--- src/rtl/sdram_cmd_seq.sv ---
module sdram_cmd_seq #(
  parameter int ROW_W = 13,
  parameter int COL_W = 10,
  parameter int MA_W  = 13
) (
  input  logic                     clk,
  input  logic                     rst_n,
  input  logic [2:0]               mode,
  input  logic                     cl_two,
  input  logic                     rcd_fast,
  input  logic                     rp_fast,
  input  logic                     lead_fast,
  input  logic                     reg_dimm,
  input  logic                     req,
  input  logic                     wr,
  input  logic [ROW_W+COL_W-1:0]   addr,
  output logic                     rdy,
  output logic                     rd_capture,
  output logic                     cs_n,
  output logic                     ras_n,
  output logic                     cas_n,
  output logic                     we_n,
  output logic [MA_W-1:0]          ma
);
  localparam int HA_W = ROW_W + COL_W;
  localparam logic [3:0] C_DES = 4'b1111, C_NOP = 4'b0111, C_ACT = 4'b0011,
                         C_RD  = 4'b0101, C_WR  = 4'b0100, C_PRE = 4'b0010,
                         C_REF = 4'b0001, C_MRS = 4'b0000;
  localparam logic [MA_W-1:0] ALL_BANKS = MA_W'(1) << 10;

  typedef enum logic [2:0] {S_IDLE, S_LEAD, S_RCD, S_RW, S_DATA, S_PRE, S_RP} st_t;

  st_t             st;
  logic [2:0]      cnt;
  logic [2:0]      op_mode;
  logic            op_wr, l_cl, l_rcd, l_rp, l_reg;
  logic [HA_W-1:0] op_addr;
  logic [3:0]      first_cmd, pins;
  logic [MA_W-1:0] first_ma;
  logic            ovr;

  assign ovr = (op_mode != 3'd0);

  always_comb begin
    first_ma = '0;
    case (op_mode)
      3'd0:    begin first_cmd = C_ACT; first_ma = MA_W'(op_addr[HA_W-1:COL_W]); end
      3'd2:    begin first_cmd = C_PRE; first_ma = ALL_BANKS; end
      3'd3:    begin first_cmd = C_MRS; first_ma = op_addr[MA_W-1:0]; end
      3'd4:    first_cmd = C_REF;
      default: first_cmd = C_NOP;
    endcase
  end

  always_comb begin
    pins = C_DES;
    ma   = '0;
    case (st)
      S_LEAD:              begin pins = {cnt != 3'd0, first_cmd[2:0]}; ma = first_ma; end
      S_RCD, S_DATA, S_RP: pins = C_NOP;
      S_RW:                begin pins = op_wr ? C_WR : C_RD; ma = MA_W'(op_addr[COL_W-1:0]); end
      S_PRE:               begin pins = C_PRE; ma = ALL_BANKS; end
      default: ;
    endcase
  end

  assign {cs_n, ras_n, cas_n, we_n} = pins;
  assign rd_capture = (st == S_DATA) && (cnt == 3'd0);
  assign rdy = rd_capture || (st == S_RW && op_wr) ||
               (st == S_LEAD && cnt == 3'd0 && ovr);

  always_ff @(posedge clk) begin
    if (!rst_n) begin
      st <= S_IDLE; cnt <= '0; op_mode <= '0; op_wr <= 1'b0; op_addr <= '0;
      l_cl <= 1'b0; l_rcd <= 1'b0; l_rp <= 1'b0; l_reg <= 1'b0;
    end else begin
      case (st)
        S_IDLE: if (req) begin
          op_mode <= mode; op_wr <= wr; op_addr <= addr;
          l_cl <= cl_two; l_rcd <= rcd_fast; l_rp <= rp_fast; l_reg <= reg_dimm;
          cnt <= lead_fast ? 3'd2 : 3'd3;
          st  <= S_LEAD;
        end
        S_LEAD:
          if (cnt != 3'd0) cnt <= cnt - 3'd1;
          else if (ovr)    st <= S_IDLE;
          else begin st <= S_RCD; cnt <= l_rcd ? 3'd1 : 3'd2; end
        S_RCD:
          if (cnt != 3'd0) cnt <= cnt - 3'd1;
          else st <= S_RW;
        S_RW:
          if (op_wr) st <= S_PRE;
          else begin st <= S_DATA; cnt <= (l_cl ? 3'd1 : 3'd2) + {2'b00, l_reg}; end
        S_DATA:
          if (cnt != 3'd0) cnt <= cnt - 3'd1;
          else st <= S_PRE;
        S_PRE: begin st <= S_RP; cnt <= l_rp ? 3'd1 : 3'd2; end
        S_RP:
          if (cnt != 3'd0) cnt <= cnt - 3'd1;
          else st <= S_IDLE;
        default: st <= S_IDLE;
      endcase
    end
  end

  AST_CAPTURE_READY: assert property (@(posedge clk) disable iff (!rst_n)
    rd_capture |-> rdy);
  AST_READY_PULSE: assert property (@(posedge clk) disable iff (!rst_n)
    rdy |=> !rdy);
  AST_ACT_THEN_NOP: assert property (@(posedge clk) disable iff (!rst_n)
    (pins == C_ACT) |=> (pins == C_NOP));
  AST_RW_AFTER_NOP: assert property (@(posedge clk) disable iff (!rst_n)
    (pins == C_RD || pins == C_WR) |-> ($past(pins) == C_NOP));
  AST_PRE_ALL_BANKS: assert property (@(posedge clk) disable iff (!rst_n)
    (pins == C_PRE) |-> ma[10]);
endmodule

--- config.mk ---
export PLATFORM = sky130hd
export DESIGN_NAME = sdram_cmd_seq
export DESIGN_NICKNAME = d
export VERILOG_FILES = /design/src/rtl/sdram_cmd_seq.sv
export SDC_FILE = /design/constraint.sdc
export NUM_CORES = 1
export LEC_CHECK = 0
export ABC_AREA = 1
export ABC_CLOCK_PERIOD_IN_PS = 1720
export BUFFER_PORTS_ARGS = -buffer_cell sky130_fd_sc_hd__buf_2
export CORE_UTILIZATION = 40
export DETAILED_ROUTE_END_ITERATION = 6
export SYNTH_ARGS = -nofsm -noshare
export SYNTH_HDL_FRONTEND = slang
export SYNTH_SLANG_ARGS = --single-unit
--- constraint.sdc ---
create_clock -name clk -period 1.72 [get_ports clk]
set_input_delay 0.086 -clock clk [delete_from_list [all_inputs] [get_ports clk]]
set_output_delay 0.086 -clock clk [all_outputs]
set_load 0.05 [all_outputs]
# ---- Yosys cells after proc, flatten, opt, wreduce, memory -nomap -nowiden
# Index checks and enable logic that the tools add are counted.
dict set report totals {
  register_bits 37
  word_cells 67
  out_inout_bits 19
  input_bits 35
}
dict set report op_classes {
  eq_ne 17
  add_sub_neg 2
  n_mux 23
  n_reduce_logical 16
}
# cell count
set ops {}
lappend ops {{case mux 13 bit (3 select lines)} 2}
lappend ops {{2-to-1 mux 3 bit} 10}
lappend ops {{case mux 3 bit (7 select lines)} 1}
lappend ops {{case mux 4 bit (4 select lines)} 1}
lappend ops {{case mux 3 bit (5 select lines)} 1}
lappend ops {{== test 3 x 2 -> 1 bit (second input constant)} 4}
lappend ops {{== test 3 bit (second input constant)} 4}
lappend ops {{!= test 2 bit (second input constant)} 6}
lappend ops {{case mux 3 bit (4 select lines)} 1}
lappend ops {{AND reduction 5 bit} 2}
lappend ops {{logical NOT 3 bit} 3}
lappend ops {{2-to-1 mux 2 bit} 4}
lappend ops {{nonzero test 3 bit} 2}
lappend ops {{nonzero test 5 bit} 1}
lappend ops {{logical AND 1 bit} 4}
lappend ops {{adder 2 x 1 -> 3 bit} 1}
lappend ops {{== test 3 x 1 -> 1 bit (second input constant)} 1}
lappend ops {{2-to-1 mux 1 bit} 3}
lappend ops {{!= test 3 x 2 -> 1 bit (second input constant)} 1}
lappend ops {{OR reduction 3 bit} 1}
lappend ops {{subtractor 3 x 1 -> 3 bit (second input constant)} 1}
lappend ops {{logical OR 1 bit} 2}
lappend ops {{!= test 2 x 1 -> 1 bit (second input constant)} 1}
lappend ops {{AND reduction 2 bit} 1}

# ---- Depth between registers and ports, before layout
dict set report depth {
  ltp_word 4
  mapped_depth 10
  ltp_nobuf 10
}

# ---- Worst setup path before layout
# No wires, ideal clock.
dict set report synth_timing {
  path_type {flip-flop to output port}
  start {reg st[1]}
  end {out we_n}
  stages_incl_launch_ff 6
  slack_ns -0.166
  path_buffers 0
  arrival_ns 1.800
  cell_sequence {dfxtp_1 > inv_4 > nand2_4 > nor2_8 > inv_1 > o21ai_0}
}
dict set report synth_between {
  elab_chain_cells 3
  word_cells_on_any_way 8
  cone_classes {6 x eq/ne; 1 x mux; 1 x reduce/logical}
}
# element line_no
set synth_lines {}
lappend synth_lines {{from (decl)} 33} ;# st_t st;
lappend synth_lines {{from (signal assigned)} 74} ;# st <= S_IDLE; cnt <= '0; op_mode <= '0; op_wr <= 1'b0; op_addr <= '0;
lappend synth_lines {{from (signal assigned)} 82} ;# st <= S_LEAD;
lappend synth_lines {{from (signal assigned)} 86} ;# else if (ovr) st <= S_IDLE;
lappend synth_lines {{== test 3 bit or == test 3 x 2 -> 1 bit (tied branches)} 58} ;# case (st)
lappend synth_lines {{OR reduction 3 bit (no source line)} -}
lappend synth_lines {{case mux 4 bit (4 select lines) *} 58}
lappend synth_lines {{to (decl)} 22} ;# output logic we_n,
# Mark *: on every way between the ends. The rest lies on a longest branch, timed or not.

# ---- Worst setup path after layout
dict set report layout_timing {
  start {reg st[0]}
  end {out cs_n}
}
dict set report layout_between {
  elab_chain_cells 3
  word_cells_on_any_way 8
  cone_classes {6 x eq/ne; 1 x mux; 1 x reduce/logical}
}
# element line_no
set layout_lines {}
lappend layout_lines {{== test 3 bit or == test 3 x 2 -> 1 bit (tied branches)} 58}
lappend layout_lines {{OR reduction 3 bit (no source line)} -}
lappend layout_lines {{case mux 4 bit (4 select lines) *} 58}
lappend layout_lines {{to (decl)} 19} ;# output logic cs_n,
# Marked as above.

==> impl_metrics.env <==
export IMPL_outcome="finished with violations"
export IMPL_violations="DRC"
export IMPL_antenna_left=0
export IMPL_crit_type="reg2out"
export IMPL_holdPathStages=3
export IMPL_timing_final_crit_share_pct=96.4
export IMPL_clock_path_buffers=2
export IMPL_layout_drive_gt1_share_pct=30.3
export IMPL_r2r_end="cnt[2]$_SDFFE_PN0P_"
export IMPL_synth_warnings=0
export IMPL_top_register="op_addr"
export IMPL_fmax_ghz=0.603
export IMPL_crit_path_start_kind="flop"
export IMPL_dp_cells=368
export IMPL_port_buffers=53
export IMPL_cts_root_buffer="clkbuf_8"
export IMPL_cp_max_fo=6
export IMPL_cp_buffers_inverters=3
export IMPL_syn_nets=308
export IMPL_maxSlewViolCount=0
export IMPL_hold_violations=0
export IMPL_required_ps=1630
export IMPL_clk_insertion_delay_late_ps=290
export IMPL_hold_buffers=0
export IMPL_hpwl_um=3100
export IMPL_antenna_found_initial=0
export IMPL_irDropWorstVdd_uv=714
export IMPL_synth_top_cell_area_share_pct=39.2
export IMPL_routed_wl_um=4380
export IMPL_hold_class="in2reg"
export IMPL_diodes=0
export IMPL_area_growth_pct=28.4
export IMPL_grt_pass1_vias=1640
export IMPL_grtUsageTotal_pct=18.3
export IMPL_crit_chain="buf_4 -> inv_1 -> o21ai_1 -> nand2_1 -> nand2_1 -> clkbuf_4"
export IMPL_cts_clk_slew_worst_paths_ps=80
export IMPL_place_gp_congestion=0.911
export IMPL_endpoint_kind="primary output"
export IMPL_postLayoutSetupSlackWorst_ps=61.4
export IMPL_synth_area_um2=1890
export IMPL_largest_reg_flops=23
export IMPL_ys_async_sr_fraction_pct=0
export IMPL_slew_headroom_pct=66.2
export IMPL_drt_vias_per_instance=4.91
export IMPL_cts_buffers=5
export IMPL_p_leak_nw=1.13
export IMPL_htreeDepth=2
export IMPL_die_width_um=70.8
export IMPL_core_area_um2=4440
export IMPL_ys_seq_area_share_pct=39.2
export IMPL_hold_start="addr[7]"
export IMPL_finalNetCount=365
export IMPL_cp_slowest_cell="dfxtp_2"
export IMPL_arrival_ps=1570
export IMPL_syn_area_per_cell_um2=7.03
export IMPL_dp_slack_ps=80.2
export IMPL_clock_sinks=37
export IMPL_final_cells=379
export IMPL_drv_cap=0
export IMPL_remaining_drc_errors=4
export IMPL_p_total_mw=4.17
export IMPL_min_period_ps=1660
export IMPL_grt_max_degree=63
export IMPL_stdcell_area_um2=2430
export IMPL_die_area_um2=5010
export IMPL_num_rows=24
export IMPL_setup_violations_final=0
export IMPL_grt_pass1_wl_um=7300
export IMPL_min_to="op_addr[7]$_SDFFE_PN0P_"
export IMPL_tns_ps=0
export IMPL_grt_overflow=0
export IMPL_powerDensity_nw_per_um2=1720
export IMPL_synthCells=269
export IMPL_worstReg2RegStart="cnt[0]$_SDFFE_PN0P_"
export IMPL_synth_edf_count=0
export IMPL_final_util_pct=54.6
export IMPL_r2r_cells=10
export IMPL_initial_utilization_pct=42.6
export IMPL_reg2reg_slack_ps=290
export IMPL_die_h_um=70.8
export IMPL_dr_pass1_iters=6
export IMPL_ys_ff_latch=37
export IMPL_ys_top_cells_by_area="dfxtp_1, a21oi_1, o21ai_0"
export IMPL_ys_flop_type="dfxtp_1"
export IMPL_timing_hold_ws_ps=55.8
export IMPL_max_stage_delay_ps=390
export IMPL_crit_family="buffers and inverters"
export IMPL_cp_common_cell="nand2_1"
export IMPL_drtIter0Drc=107
export IMPL_synth_distinct_cells=30
export IMPL_tritoncts="built"
export IMPL_yosysTopAreaCell="dfxtp_1"
export IMPL_vias=1862
export IMPL_tightest_slew_ps=506
export IMPL_routedWlPerCell_um=11.6
export IMPL_placed_area_um2=2220
export IMPL_io_pins=54
export IMPL_skew_ps=6.82
==> cell families (layout without fill, tap and decap cells) <==
logic type,Yosys count,after routing,synth area share (%)
AOI/OAI and AO/OA,93,93,25.7
and+or+nand+nor,71,71,18.3
buffers and inverters,63,121,13.7
DFF,37,37,39.2
adders and majority gates,4,4,2.65
xor gates and xnor gates,1,1,0.463
==> repair_timing <==
action | 4_1_cts | 5_1_grt
endpoints found under the setup margin | 12 | 15
resized for setup | 20 | 19
pin swaps | 0 | 2
setup buffers | 0 | 3
==> synth_stat cells (2+ instances only) <==
library cell and count:
nand2_2 3, a21oi_1 38, nor2_1 12, nor2_2 3, ha_1 4, nor3_1 2
nand3_1 12, o22ai_1 10, dfxtp_1 37, clkbuf_1 5, inv_1 48, nand4_1 2
inv_4 2, nand3_2 2, buf_2 3, o21ai_1 5, nand2_1 31, o21ai_0 37
clkbuf_2 2
==> layer usage <==
layer  part of all wire [%]  up-vias  track usage, %
met1                     50      816            23.7
met4                   0.43        0            6.00
met3                    4.3        2            4.42
met5                      0        -               0
li1                       -      998               -
met2                     46       46            30.1
==> layout by cell type (no fill, tap or decap), drive strengths merged, types with 4 or more instances in the layout <==
cell type,count
o22ai,10
dfxtp,37
clkbuf,6
o21ai,42
nand3,14
inv,52
buf,61
nor2,16
ha,4
a21oi,38
nand2,35
==> where the power goes <==
group          internal (mW)  switching, mW  total (mW)  leakage, nW
Sequential              1.13          0.170        1.30        0.309
Combinational          0.752           1.49        2.25        0.772
Clock                  0.287          0.333       0.620       0.0445
Total                   2.17           2.00        4.17         1.13
==> worst register-to-register path, cell delays in order (launching register included) <==
cell and delay [ps]:
dfxtp_2 360, inv_2 50, ha_2 190, inv_1 90, nor2_4 50, nand3_1 70
nand3_1 90, nor2_2 210, inv_2 50, nor2_1 100, nor2_1 50
==> worst max-delay path by stage <==
stage / to / cells past startpoint / start / slack, ps
after floorplan: ma[0] / 6 / op_mode[1]$_SDFFE_PN0P_ / -60
after global placement: ma[3] / 5 / st[0]$_SDFFE_PN0P_ / 100
after detailed placement: ma[7] / 7 / op_mode[1]$_SDFFE_PN0P_ / 80
after CTS: ma[12] / 7 / op_mode[0]$_SDFFE_PN0P_ / 3
after global routing: rdy / 8 / cnt[0]$_SDFFE_PN0P_ / -1
final: cs_n / 6 / st[0]$_SDFFE_PN0P_ / 60
==> area by class of cell <==
class	count	area, um^2
multi-input combinational	169	940
fill	448	2020
sequential	37	749
tap	52	65.1
inverter	51	196
clock inverter	3	21.3
timing repair buffer	62	388
clock buffer	5	68.8
No activity file was read; power rests on OpenSTA's default activity.
